==> src/rtl/alu8_pkg.sv <==
package alu8_pkg;
  typedef enum logic [3:0] {
    OP_ADD = 4'd0, OP_ADC = 4'd1, OP_SUB = 4'd2, OP_SBB = 4'd3,
    OP_AND = 4'd4, OP_OR  = 4'd5, OP_XOR = 4'd6, OP_CMP = 4'd7,
    OP_INR = 4'd8, OP_DCR = 4'd9
  } alu_op_e;

  localparam int unsigned FLG_S  = 7;
  localparam int unsigned FLG_Z  = 6;
  localparam int unsigned FLG_AC = 4;
  localparam int unsigned FLG_P  = 2;
  localparam int unsigned FLG_CY = 0;

  typedef struct packed {
    logic valid;
    logic wb;
    logic keep_cy;
    logic cy;
    logic ac;
  } alu_side_t;
endpackage

==> src/rtl/alu8_arith.sv <==
module alu8_arith
  import alu8_pkg::*;
#(
  parameter int unsigned DATA_W = 8
) (
  input  logic [3:0]        op_i,
  input  logic [DATA_W-1:0] a_i,
  input  logic [DATA_W-1:0] b_i,
  input  logic              carry_i,
  output logic [DATA_W-1:0] res_o,
  output alu_side_t         side_o
);
  localparam int unsigned NIB_W = DATA_W / 2;

  logic [DATA_W-1:0] opnd;
  logic              cin;
  logic [DATA_W:0]   add_full, sub_full;
  logic [NIB_W:0]    add_nib, sub_nib;

  always_comb begin
    opnd = b_i;
    cin  = 1'b0;
    unique case (op_i)
      OP_ADC, OP_SBB: cin = carry_i;
      OP_INR, OP_DCR: opnd = DATA_W'(1);
      default: ;
    endcase
  end

  assign add_full = {1'b0, a_i} + {1'b0, opnd} + {{DATA_W{1'b0}}, cin};
  assign sub_full = {1'b0, a_i} - {1'b0, opnd} - {{DATA_W{1'b0}}, cin};
  assign add_nib  = {1'b0, a_i[NIB_W-1:0]} + {1'b0, opnd[NIB_W-1:0]} + {{NIB_W{1'b0}}, cin};
  assign sub_nib  = {1'b0, a_i[NIB_W-1:0]} - {1'b0, opnd[NIB_W-1:0]} - {{NIB_W{1'b0}}, cin};

  always_comb begin
    res_o  = '0;
    side_o = '{valid: 1'b1, wb: 1'b1, keep_cy: 1'b0, cy: 1'b0, ac: 1'b0};
    case (op_i)
      OP_ADD, OP_ADC, OP_INR: begin
        res_o     = add_full[DATA_W-1:0];
        side_o.cy = add_full[DATA_W];
        side_o.ac = add_nib[NIB_W];
      end
      OP_SUB, OP_SBB, OP_CMP, OP_DCR: begin
        res_o     = sub_full[DATA_W-1:0];
        side_o.cy = sub_full[DATA_W];
        side_o.ac = sub_nib[NIB_W];
      end
      OP_AND: begin
        res_o     = a_i & b_i;
        side_o.ac = 1'b1;
      end
      OP_OR:  res_o = a_i | b_i;
      OP_XOR: res_o = a_i ^ b_i;
      default: begin
        side_o.valid = 1'b0;
        side_o.wb    = 1'b0;
      end
    endcase
    if (op_i == OP_CMP) side_o.wb = 1'b0;
    if (op_i == OP_INR || op_i == OP_DCR) side_o.keep_cy = 1'b1;
  end

  always_comb begin
    if (op_i == OP_CMP) p_cmp_no_wb_r9: assert (!side_o.wb && side_o.valid);
    if (op_i > 4'd9) p_unused_zero_r10: assert (res_o == '0 && !side_o.valid);
  end
endmodule

==> src/rtl/alu8_flag_next.sv <==
module alu8_flag_next
  import alu8_pkg::*;
#(
  parameter int unsigned DATA_W = 8
) (
  input  logic [DATA_W-1:0] res_i,
  input  alu_side_t         side_i,
  input  logic [7:0]        cur_i,
  output logic [7:0]        nxt_o
);
  logic [DATA_W-1:0] par_chain;

  generate
    for (genvar i = 0; i < DATA_W; i++) begin : g_par
      if (i == 0) begin : g_first
        assign par_chain[i] = res_i[i];
      end else begin : g_rest
        assign par_chain[i] = par_chain[i-1] ^ res_i[i];
      end
    end
  endgenerate

  always_comb begin
    nxt_o         = '0;
    nxt_o[FLG_S]  = res_i[DATA_W-1];
    nxt_o[FLG_Z]  = (res_i == '0);
    nxt_o[FLG_P]  = ~par_chain[DATA_W-1];
    nxt_o[FLG_AC] = side_i.ac;
    nxt_o[FLG_CY] = side_i.keep_cy ? cur_i[FLG_CY] : side_i.cy;
  end
endmodule

==> src/rtl/alu8_flag_reg.sv <==
module alu8_flag_reg (
  input  logic       clk_i,
  input  logic       rst_ni,
  input  logic       load_i,
  input  logic [7:0] d_i,
  output logic [7:0] q_o
);
  always_ff @(posedge clk_i or negedge rst_ni) begin
    if (!rst_ni)     q_o <= '0;
    else if (load_i) q_o <= d_i;
  end

  p_hold_unloaded_r10: assert property (@(posedge clk_i) disable iff (!rst_ni)
    !load_i |=> $stable(q_o));
  p_spare_bits_zero_r10: assert property (@(posedge clk_i) disable iff (!rst_ni)
    (q_o[5] == 1'b0) && (q_o[3] == 1'b0) && (q_o[1] == 1'b0));
endmodule

==> src/rtl/alu8_flags.sv <==
module alu8_flags
  import alu8_pkg::*;
#(
  parameter int unsigned DATA_W = 8
) (
  input  logic              clk_i,
  input  logic              rst_ni,
  input  logic              en_i,
  input  logic [3:0]        op_i,
  input  logic [DATA_W-1:0] a_i,
  input  logic [DATA_W-1:0] b_i,
  input  logic              carry_i,
  output logic [DATA_W-1:0] result_o,
  output logic              wr_o,
  output logic [7:0]        flags_o
);
  alu_side_t  side;
  logic [7:0] flags_nxt;
  logic       load;

  alu8_arith #(.DATA_W(DATA_W)) u_arith (
    .op_i(op_i), .a_i(a_i), .b_i(b_i), .carry_i(carry_i),
    .res_o(result_o), .side_o(side)
  );

  alu8_flag_next #(.DATA_W(DATA_W)) u_next (
    .res_i(result_o), .side_i(side), .cur_i(flags_o), .nxt_o(flags_nxt)
  );

  assign load = en_i & side.valid;
  assign wr_o = en_i & side.wb;

  alu8_flag_reg u_reg (
    .clk_i(clk_i), .rst_ni(rst_ni), .load_i(load), .d_i(flags_nxt), .q_o(flags_o)
  );

  p_zero_tracks_result_r5: assert property (@(posedge clk_i) disable iff (!rst_ni)
    load |=> flags_o[FLG_Z] == ($past(result_o) == '0));
  p_sign_tracks_result_r4: assert property (@(posedge clk_i) disable iff (!rst_ni)
    load |=> flags_o[FLG_S] == $past(result_o[DATA_W-1]));
  p_incdec_keeps_cy_r8: assert property (@(posedge clk_i) disable iff (!rst_ni)
    en_i && (op_i == OP_INR || op_i == OP_DCR) |=> $stable(flags_o[FLG_CY]));
  p_logic_clears_cy_r3: assert property (@(posedge clk_i) disable iff (!rst_ni)
    en_i && (op_i == OP_AND || op_i == OP_OR || op_i == OP_XOR) |=> !flags_o[FLG_CY]);
  p_wr_needs_en_r9: assert property (@(posedge clk_i) disable iff (!rst_ni)
    wr_o |-> en_i && op_i != OP_CMP);
endmodule

==> config.mk <==
export PLATFORM = sky130hd
export DESIGN_NAME = alu8_flags
export DESIGN_NICKNAME = d
export VERILOG_FILES = /design/src/rtl/alu8_pkg.sv /design/src/rtl/alu8_arith.sv /design/src/rtl/alu8_flag_next.sv /design/src/rtl/alu8_flag_reg.sv /design/src/rtl/alu8_flags.sv
export SDC_FILE = /design/constraint.sdc
export NUM_CORES = 1
export LEC_CHECK = 0
export BUFFER_PORTS_ARGS = -buffer_cell sky130_fd_sc_hd__buf_2
export CELL_PAD_IN_SITES_DETAIL_PLACEMENT = 1
export CELL_PAD_IN_SITES_GLOBAL_PLACEMENT = 2
export CORE_MARGIN = 1
export CORE_UTILIZATION = 32
export DETAILED_ROUTE_END_ITERATION = 8
export PLACE_DENSITY = 0.91
export REMOVE_ABC_BUFFERS = 1
export SKIP_LAST_GASP = 1
export SYNTH_ARGS = -nofsm -noshare
export SYNTH_HDL_FRONTEND = slang
export SYNTH_SLANG_ARGS = --single-unit
==> constraint.sdc <==
create_clock -name clk_i -period 5.31 [get_ports clk_i]
set_clock_uncertainty 0.2 [all_clocks]
set_input_delay 0.7965 -clock clk_i [delete_from_list [all_inputs] [get_ports clk_i]]
set_output_delay 0.7965 -clock clk_i [all_outputs]
set_load 0.01 [all_outputs]
# == After elaboration in Yosys (flattened, before gate mapping) ==
# Index checks and enable logic that the tools add are counted.
# totals
register_bits,5
latch_bits,0
ramBits,0
romBits,0
inputBits,24
out_inout_bits,17
mem_count,0
# classes
add_sub_neg,8
n_mul,0
div,0
n_lt_le_gt_ge,0
eq_ne,9
n_shift,0
muxes,8
n_bitwise,14
reduce_logical,9
# ops
cell,n
$pmux 8 s5,1
$eq 4x3->1 const B,4
$reduce_or 10->1,1
$add 8x8->9,1
$add 9x1->9,1
$sub 8x8->9,1
$sub 9x1->9,1
$and 8x8->8,1
$eq 4x2->1 const B,2
$eq 4x4->1 const B,2
$logic_not 8->1,1
$mux 8,1
$or 8x8->8,1
$xor 8x8->8,1
$xor 1x1->1,7
$add 4x4->5,1
$add 5x1->5,1
$sub 4x4->5,1
$sub 5x1->5,1
$eq 4x1->1 const B,1
$logic_not 4->1,1
$reduce_or 2->1,2
$reduce_or 4->1,1
$mux 1,3
other kinds (8),10

# == Logic depth before layout (Yosys ltp) ==
# Gate-level depths: netlist of run 1.
# logic_depth
ltp_word,14
depth_mapped,15
mapped_depth_nobuf,15

# == Cells and area by module ==
# From an unflattened synthesis of run 1, not the netlist that was laid out.
# unflattened
cells_unflattened,257
hier_area_um2,2065.7
# by_module_without_submodules
module,instances,cells_each,area_per_inst_um2,seq_area_each_um2
alu8_arith,1,221,1570.3,0.0
alu8_flag_reg,1,17,331.6,200.2
alu8_flag_next,1,17,151.4,0.0
alu8_flags,1,2,12.5,0.0

# == Least setup slack after synthesis of run 1 ==
# No wires, ideal clock.
# synth_timing
kind,input -> output
start,input op_i[2]
end,output result_o[7]
arrival_ns,3.347
required_time_ns,4.313
path_slack_ns,0.966
stages,14
n_path_buf,1
path_cell_list,inv_1 -> nand2_1 -> nor2_1 -> nor2_1 -> ha_1 -> inv_1 -> ha_1 -> inv_1 -> a31oi_1 -> nor2_1 -> o21ai_0 -> mux2_2 -> a211o_1 -> buf_4
# synth_between
elab_chain_cells,6
word_cells_on_any_way,21
classes_between,add/sub: 4; eq/ne: 9; mux: 3; reduce/logical: 5
# synth_lines
element,line,text
start: declaration,alu8_flags.sv:9,"input logic [3:0] op_i,"
$eq 4x4->1,"alu8_arith.sv:23, alu8_arith.sv:38",
$reduce_or 2->1,alu8_arith.sv:23,unique case (op_i)
$mux 8,alu8_arith.sv:23,
$sub 8x8->9 or $add 8x8->9 (tied branches),"alu8_arith.sv:31, alu8_arith.sv:30",
$sub 9x1->9 or $add 9x1->9 (tied branches),"alu8_arith.sv:31, alu8_arith.sv:30",
$pmux 8 s5 *,alu8_arith.sv:38,case (op_i)
end: declaration,alu8_flags.sv:13,"output logic [DATA_W-1:0] result_o,"
# Mark *: on every way between the ends. The rest lies on a longest branch, timed or not.

# == Worst setup path after layout of run 1 ==
# layout_timing
start,input op_i[1]
end,output result_o[7]
# Same word-level chain as after synthesis.

==> run summary, run 1 <==
The synthesized design spends more area on one cell type than any other, namely ha_1. Synthesis produced a netlist whose cell count is about 240. The number of warning messages in the yosys log is 0. Dividing the detail-routed via count by the number of cells gives between 5 and 6. The slowest stage of the critical path belongs to the cell ha_1. The via count of the first global-routing pass is ~1,900.

The total vias in the final route is approximately 1,700. The clock latency at the later pin of the worst-skew pair is between 200 and 250 ps. The count of instances resized after the clock tree is built is 0.

The total grt overflow is 0. TritonCTS built the clock tree. Counting flops per register, the top entry is u_reg.q_o. Clock-pin slew was measured on the worst setup and hold paths at ~40 ps. The floorplan step set the die width to between 70 and 80 microns.

STA classifies the critical path startpoint as a primary input. The post-layout instance area came out at 2120 sq um. After layout, the worst path uses around 91% of the clock period. The DRC marker count from the first detailed-route iteration is 44.

Global routing used about a fifth of the available tracks. Entering global routing, the biggest net connects 22 pins. The critical path goes through buf_2 > inv_1 > nand2_1 > nor2_1 > nor2_1 > ha_1 > inv_1 > ha_1 > inv_1 > a31oi_1 > nor2_1 > o21ai_0 > mux2_2 > a211o_1 > buf_2. Setup repair after global routing left no endpoint under its margin.

The congestion estimate from routability-driven global placement came to 0.902. In this design, the stage delay of the slowest critical-path cell is between 300 and 400 ps. The clock period minus final worst setup slack came out at approximately 4900 ps. The average footprint of a synthesized cell is ~7.8 sq um. In the post-synthesis netlist, the cell with the most instances is inv_1. Including well taps, the total number of placed cells is around 340. The kind of end point of the critical path is an output port. For this block, the routed nets add up to between 5000 and 6000 microns of wire.

The number of synthesized flops with an enable pin came out at 0. The total number of clock tree sinks is 5. The max-slew violation total from the final report came out at 0. In the final layout, the registers with the most flip-flops are u_reg.q_o: 5 flops. The number of register bits inferred by synthesis came out at 5. Once layout is complete, the utilization of the core stands at ~38%. The number of buffers inserted for hold repair after clock tree synthesis is 0.

The post-route DRC violation count is 0. The async set-reset flop share out of synthesis is 100%. The power consumption came out at around 0.41 mW.

The floorplan step defined a die boundary enclosing just over 6000 sq um. The area of the mapped netlist came out at approximately 1800 sq um. The number of setup violations in the final report came out at 0.

The standard cell area after detailed placement came out at 2070 sq um. The maximum fanout encountered on the critical timing path is 5. Summing the sequential cell areas from Yosys gives under 10% of the chip area.

The commonest cells after synthesis are inv_1 (39), ha_1 (36), nor2_1 (23). Headroom to the max-slew limit came out at approximately 64%. The standby leakage power is approximately 1.1 nW. The number of nets in the layout is ~340. The total I/O pin count is around 40. Setup slack on the worst reg-to-reg path comes out at about 4400 ps. The areal power density over the cells is just under 200 nW/um^2. The detailed-router iteration count before antenna repair is 4. The run finished with clean final reports. The number of nets with antenna violations after routing is 0.

The starting density of the core is 33.3%. STA puts the critical path data arrival time at between 3000 and 4000 ps. The max-cap check violation count is 0. The count of cell types in the netlist is 55. The actual slew at the worst max-slew pin came out at about 530 ps. The critical path is of the primary input to output port type. The average wire per cell in the routed design came out at around 16 microns. The estimated wirelength of the detail-placed design is 4590 microns. The final-report hold violation count is 0. The initial antenna violation count came out at 0. CTS placed an instance of clkbuf_8 at the clock tree root. The most instantiated flip-flop cell in the synthesis netlist is dfrtp_1. The first-pass GRT wire length came out at a little over 9000 microns.

The worst hold path belongs to the class primary input to async pin. Of the cells placed in the final design, the portion with a size suffix greater than 1 is between 20% and 30%. The number of H-tree levels is 1. Input and output buffers added on the ports amount to 37. The worst-case IR drop observed on VDD is 0.122 mV. The flip-flop count of the largest register after layout is 5. At the worst endpoint, the required time is between 4000 and 5000 ps. The maximum buffer depth of the clock tree is 2. The sum of negative setup slack came out at 0 ps. The maximum achievable frequency is 206 MHz. The number of core rows is 27. After the flow finishes, the layout carries non-filler instances totaling ~350. The area share of the largest cell type after synthesis is approximately 25%. The floorplan step set the die height to about 78 microns. The number of inserted diodes came out at 0.

The total CTS buffers is 3. Sorting the synthesized cells by area gives the leading types as ha_1 (25%), inv_1 (8.0%), dfrtp_1 (6.8%). The core outline area is 5510 sq um.

After clock tree synthesis, the setup repair step added 0 buffers. Relative to the synthesized area, the layout overhead comes to 15.6%.
[logic make-up after synthesis]
kind of cell,synth area share [%]
compound gates,27.6
xor+xnor,8.12
fa+ha+maj,28.9
buf+inv,11.9
flops,6.83
mux,2.32
other cells,0.205
simple gates,14.1
[metrics by stage]
stage	hold slack (ps)	setup slack, ps
2_1_floorplan	301	1090
3_3_place_gp	272	512
3_5_place_dp	269	439
4_1_cts	183	432
5_1_grt	187	214
6_report	183	456
[layer usage]
layer	vias to the layer above	part of all wire, %	GRT usage (%)
li1	881	-	-
met1	825	47	24.6
met2	30	49	34.2
met3	8	2.6	1.41
met4	0	1.7	5.09
met5	-	0	0
[path summary, 6_finish.rpt]
check	start	end	cells past startpoint
min in group clk_i	u_reg.q_o[4]	u_reg.q_o[4]	2
max in group asynchronous	rst_ni	u_reg.q_o[4]	1
max reg2reg	u_reg.q_o[7]	u_reg.q_o[7]	1
max	op_i[1]	result_o[7]	15
min	rst_ni	u_reg.q_o[2]	1
min reg2reg	u_reg.q_o[4]	u_reg.q_o[4]	2
[where the power goes]
group	internal [mW]	switching, mW
registers	0.0477	0.00527
logic	0.126	0.158
clock network	0.0517	0.0205
[worst max-delay path: cells and delay by family]
kind                     cells  cell delay (ps)
buffers and inverters        5              600
multiplexers                 1              360
AND/OR/NAND/NOR              4              650
AO/OA/AOI/OAI                3              720
adder cells (fa/ha/maj)      2              720
[layout make-up]
type | instances | area, sq um
clock buffers | 4 | 45.0
inverters | 41 | 154
well taps | 72 | 90.1
multi-input cells | 183 | 1500
fillers | 709 | 3390
flip-flops and latches | 5 | 125
repair buffers | 40 | 208
[cells in the final DEF (no fill, tap or decap), drive strengths merged, types with 3 or more instances in the layout]
master,Yosys,layout
a211oi,4,4
buf,8,40
fa,4,4
inv,41,41
dfrtp,5,5
a22oi,3,3
nor2,24,24
nand2b,3,3
o221ai,3,3
a221oi,3,3
xnor2,9,9
ha,36,36
o21ai,17,17
a21oi,14,14
nand2,20,20
conb,1,3
nor3,3,3
nand3,3,3
clkbuf,0,4
Note: power is estimated with default switching activity, not from simulation.
==> run 2, diff against run 1 <==
Settings changed: ABC_CLOCK_PERIOD_IN_PS from default to 5310, PLACE_DENSITY 0.91 to 0.83, RECOVER_POWER from default to 25.
==> run 2 against run 1 <==
Via count up 1.0%. Critical path type unchanged. Clock-buffer cell count unchanged. Cell count increased by 0.58%. Global-route usage is 0.39 points lower. Utilization grew 0.23 points. Largest cell class unchanged. Routed wire length decreased by 1.3%. Setup slack worse by 130 ps.
==> run summary, run 2 (synthesis gave the netlist of run 1 again) <==
Static timing analysis puts the maximum clock frequency at 201 MHz. The areal power density over the cells came out at about 190 nW/um^2. After routing, the total negative slack on setup checks comes to 0 ps. Setup repair after global routing left no endpoint under its margin.

The root buffer cell chosen for the clock tree is clkbuf_8. The count of buffer and inverter cells on the critical path is 5. The initial antenna violation count came out at 0. The number of antenna diodes in the final layout is 0. The cell class contributing the biggest share of worst-path delay is compound AO/OA/AOI/OAI gates. Fill cells in the final layout number approximately 710. The worst register-to-register path has a setup slack of ~4400 ps. The final-report hold violation count is 0. The register with the most flip-flops in the layout has 5 of them.

At the end of the flow, the number of nets in the layout was 340. In the detailed route, the total length drawn on met3 is 107 microns. The maximum buffer depth of the clock tree came out at 2. The design draws a little over 0.4 mW.

The number of hold buffers added after CTS was 0. The sum of routed wire length over all layers came out at ~5300 microns. The critical path goes through buf_2 > inv_1 > nand2_1 > nor2_1 > nor2_1 > ha_1 > inv_1 > ha_1 > inv_1 > a31oi_1 > nor2_1 > o21ai_0 > mux2_2 > a211o_1 > buf_2. Summed over all cells, the static leakage comes to between 1 and 1.5 nW. In the layout the commonest cells are inv_1 (39), ha_1 (36), buf_2 (35). The endpoint arrival time on the critical path came out at 3980 ps. The pin count of the biggest net entering global routing came out at 22. The via count of the first global-routing pass came out at about 1,800. The critical path is of the primary input to output port type. The starting density of the core is between 30% and 40%. The total I/O pin count came out at between 40 and 50. The total number of clock tree sinks is 5. The capture instance of the worst register-to-register path is u_reg.q_o[7]. The fraction of final layout cells sized beyond drive strength 1 is 21.5%.

The number of core rows came out at 27. The number of setup violations in the final report came out at 0. The first-pass GRT wire length is 9000 microns. From left edge to right edge, the die measures 77.7 microns. VDD sags by at most 0.0884 mV.

The actual slew at the worst max-slew pin is about 580 ps. The highest layer used for signal routing is met3. The share of the clock period used by the worst path after layout is approximately 94%.

The worst-path cell with the longest stage delay is ha_1. In this run, CTS created clock tree buffers numbering 3. The maximum fanout encountered on the critical timing path came out at 6. The count of instances resized after the clock tree is built came out at 0. The area added between synthesis and finish is 16.3%. Data on the critical path is required at its endpoint by approximately 4300 ps. The met1 layer wirelength in the final routing is about 2700 microns. The estimated wirelength of the detail-placed design is 4520 microns.

Clock-pin slew was measured on the worst setup and hold paths at 40 ps. The worst setup path is launched from a primary input. The delay contributed by the slowest stage of the critical path is between 300 and 400 ps. The number of H-tree levels came out at 1.

The critical path starts at op_i[2]. The clock period minus final worst setup slack is between 4000 and 5000 ps. The kind of end point of the critical path is an output port. The core outline area came out at 5510 sq um. The headroom to the max-slew limit came out at around 62%.

The max-slew violation total from the final report was 0. In the final layout, the registers with the most flip-flops are u_reg.q_o: 5 flops. The worst-case reg-to-reg path depth is 1.

The library cell used most frequently in the layout, excluding fill and tap cells, is inv_1. The number of setup buffers added after CTS came out at 0. The DRC marker count from the first detailed-route iteration came out at a little under 60.

After detailed routing, the average wire length per cell comes to roughly 15 microns. The detailed-router iteration count before antenna repair is 4. The clock latency at the later pin of the worst-skew pair is between 200 and 250 ps. The number of buffers added on ports came out at 37.

The via-per-instance ratio came out at just over 5. In this run the worst hold path is classified as primary input to async pin. The post-route DRC violation count is 0. The final RePlAce weighted congestion is about 0.9.

The register containing the most flip-flops in the final layout is u_reg.q_o. The met2 wire length came out at around 2500 microns. The total grt overflow came out at 0. The startpoint identified for the worst register-to-register timing path is u_reg.q_o[7]. The max-cap check violation count came out at 0.

The total vias in the final route is 1,762. The height of the chip is 77.7 microns. The flow ran to the end, and the final reports show no timing, DRC or antenna violations. TritonCTS built the clock tree. The number of nets with antenna violations after routing came out at 0.

The die covers about 6000 sq um. The aggregate global-route resource usage is between 10% and 20%.
==> run 2: cell types whose count changed in the layout (fill, tap and decap cells not counted) <==
cell      previous run  this run
clkbuf_1             1         3
buf_2               37        35
buf_4                3         5
==> run 2: metrics by stage <==
| stage | hold slack, ps | worst slack, ps | cell area, sq um | cells | utilization [%] |
|---|---|---|---|---|---|
| floorplan | 301 | 1090 | 1780 | 229 | - |
| CTS | 187 | 333 | 2130 | 347 | 38.8 |
| detailed placement | 270 | 350 | 2090 | 343 | 37.9 |
| global placement | 270 | 531 | 2090 | 343 | 37.9 |
| finish | 232 | 329 | 2130 | 347 | 38.7 |
| global route | 254 | 29.1 | 2130 | 347 | 38.7 |
==> run 2: report_power, final <==
part           switching [mW]  internal, mW  leakage [nW]  total (mW)
clock                  0.0187        0.0516        0.0228      0.0703
combinational           0.155         0.126          1.01       0.281
sequential            0.00515        0.0477        0.0638      0.0528
total                   0.179         0.225          1.10       0.404
==> run 2: worst max-delay path by stage <==
| stage | endpoint | slack, ps | cells past startpoint |
|---|---|---|---|
| global route | result_o[7] | 30 | 15 |
| floorplan | result_o[7] | 1090 | 13 |
| finish | result_o[7] | 330 | 15 |
| global placement | result_o[7] | 530 | 15 |
| detailed placement | result_o[7] | 350 | 15 |
| CTS | result_o[7] | 330 | 15 |
==> run 2: routing by layer <==
layer  GRT usage, %  vias to the layer above
met5              0                        -
met4           1.89                        0
met3           1.06                        0
met2           33.1                       32
met1           25.8                      847
li1               -                      883
==> run 2: final cells by class <==
class / instances / area, sq um / area share (%)
Multi-Input combinational cell: 183 / 1500 / 70.2
Clock buffer: 4 / 45.0 / 2.11
Inverter: 41 / 154 / 7.22
Sequential cell: 5 / 125 / 5.87
Tap cell: 72 / 90.1 / 4.23
Timing Repair Buffer: 42 / 220 / 10.3
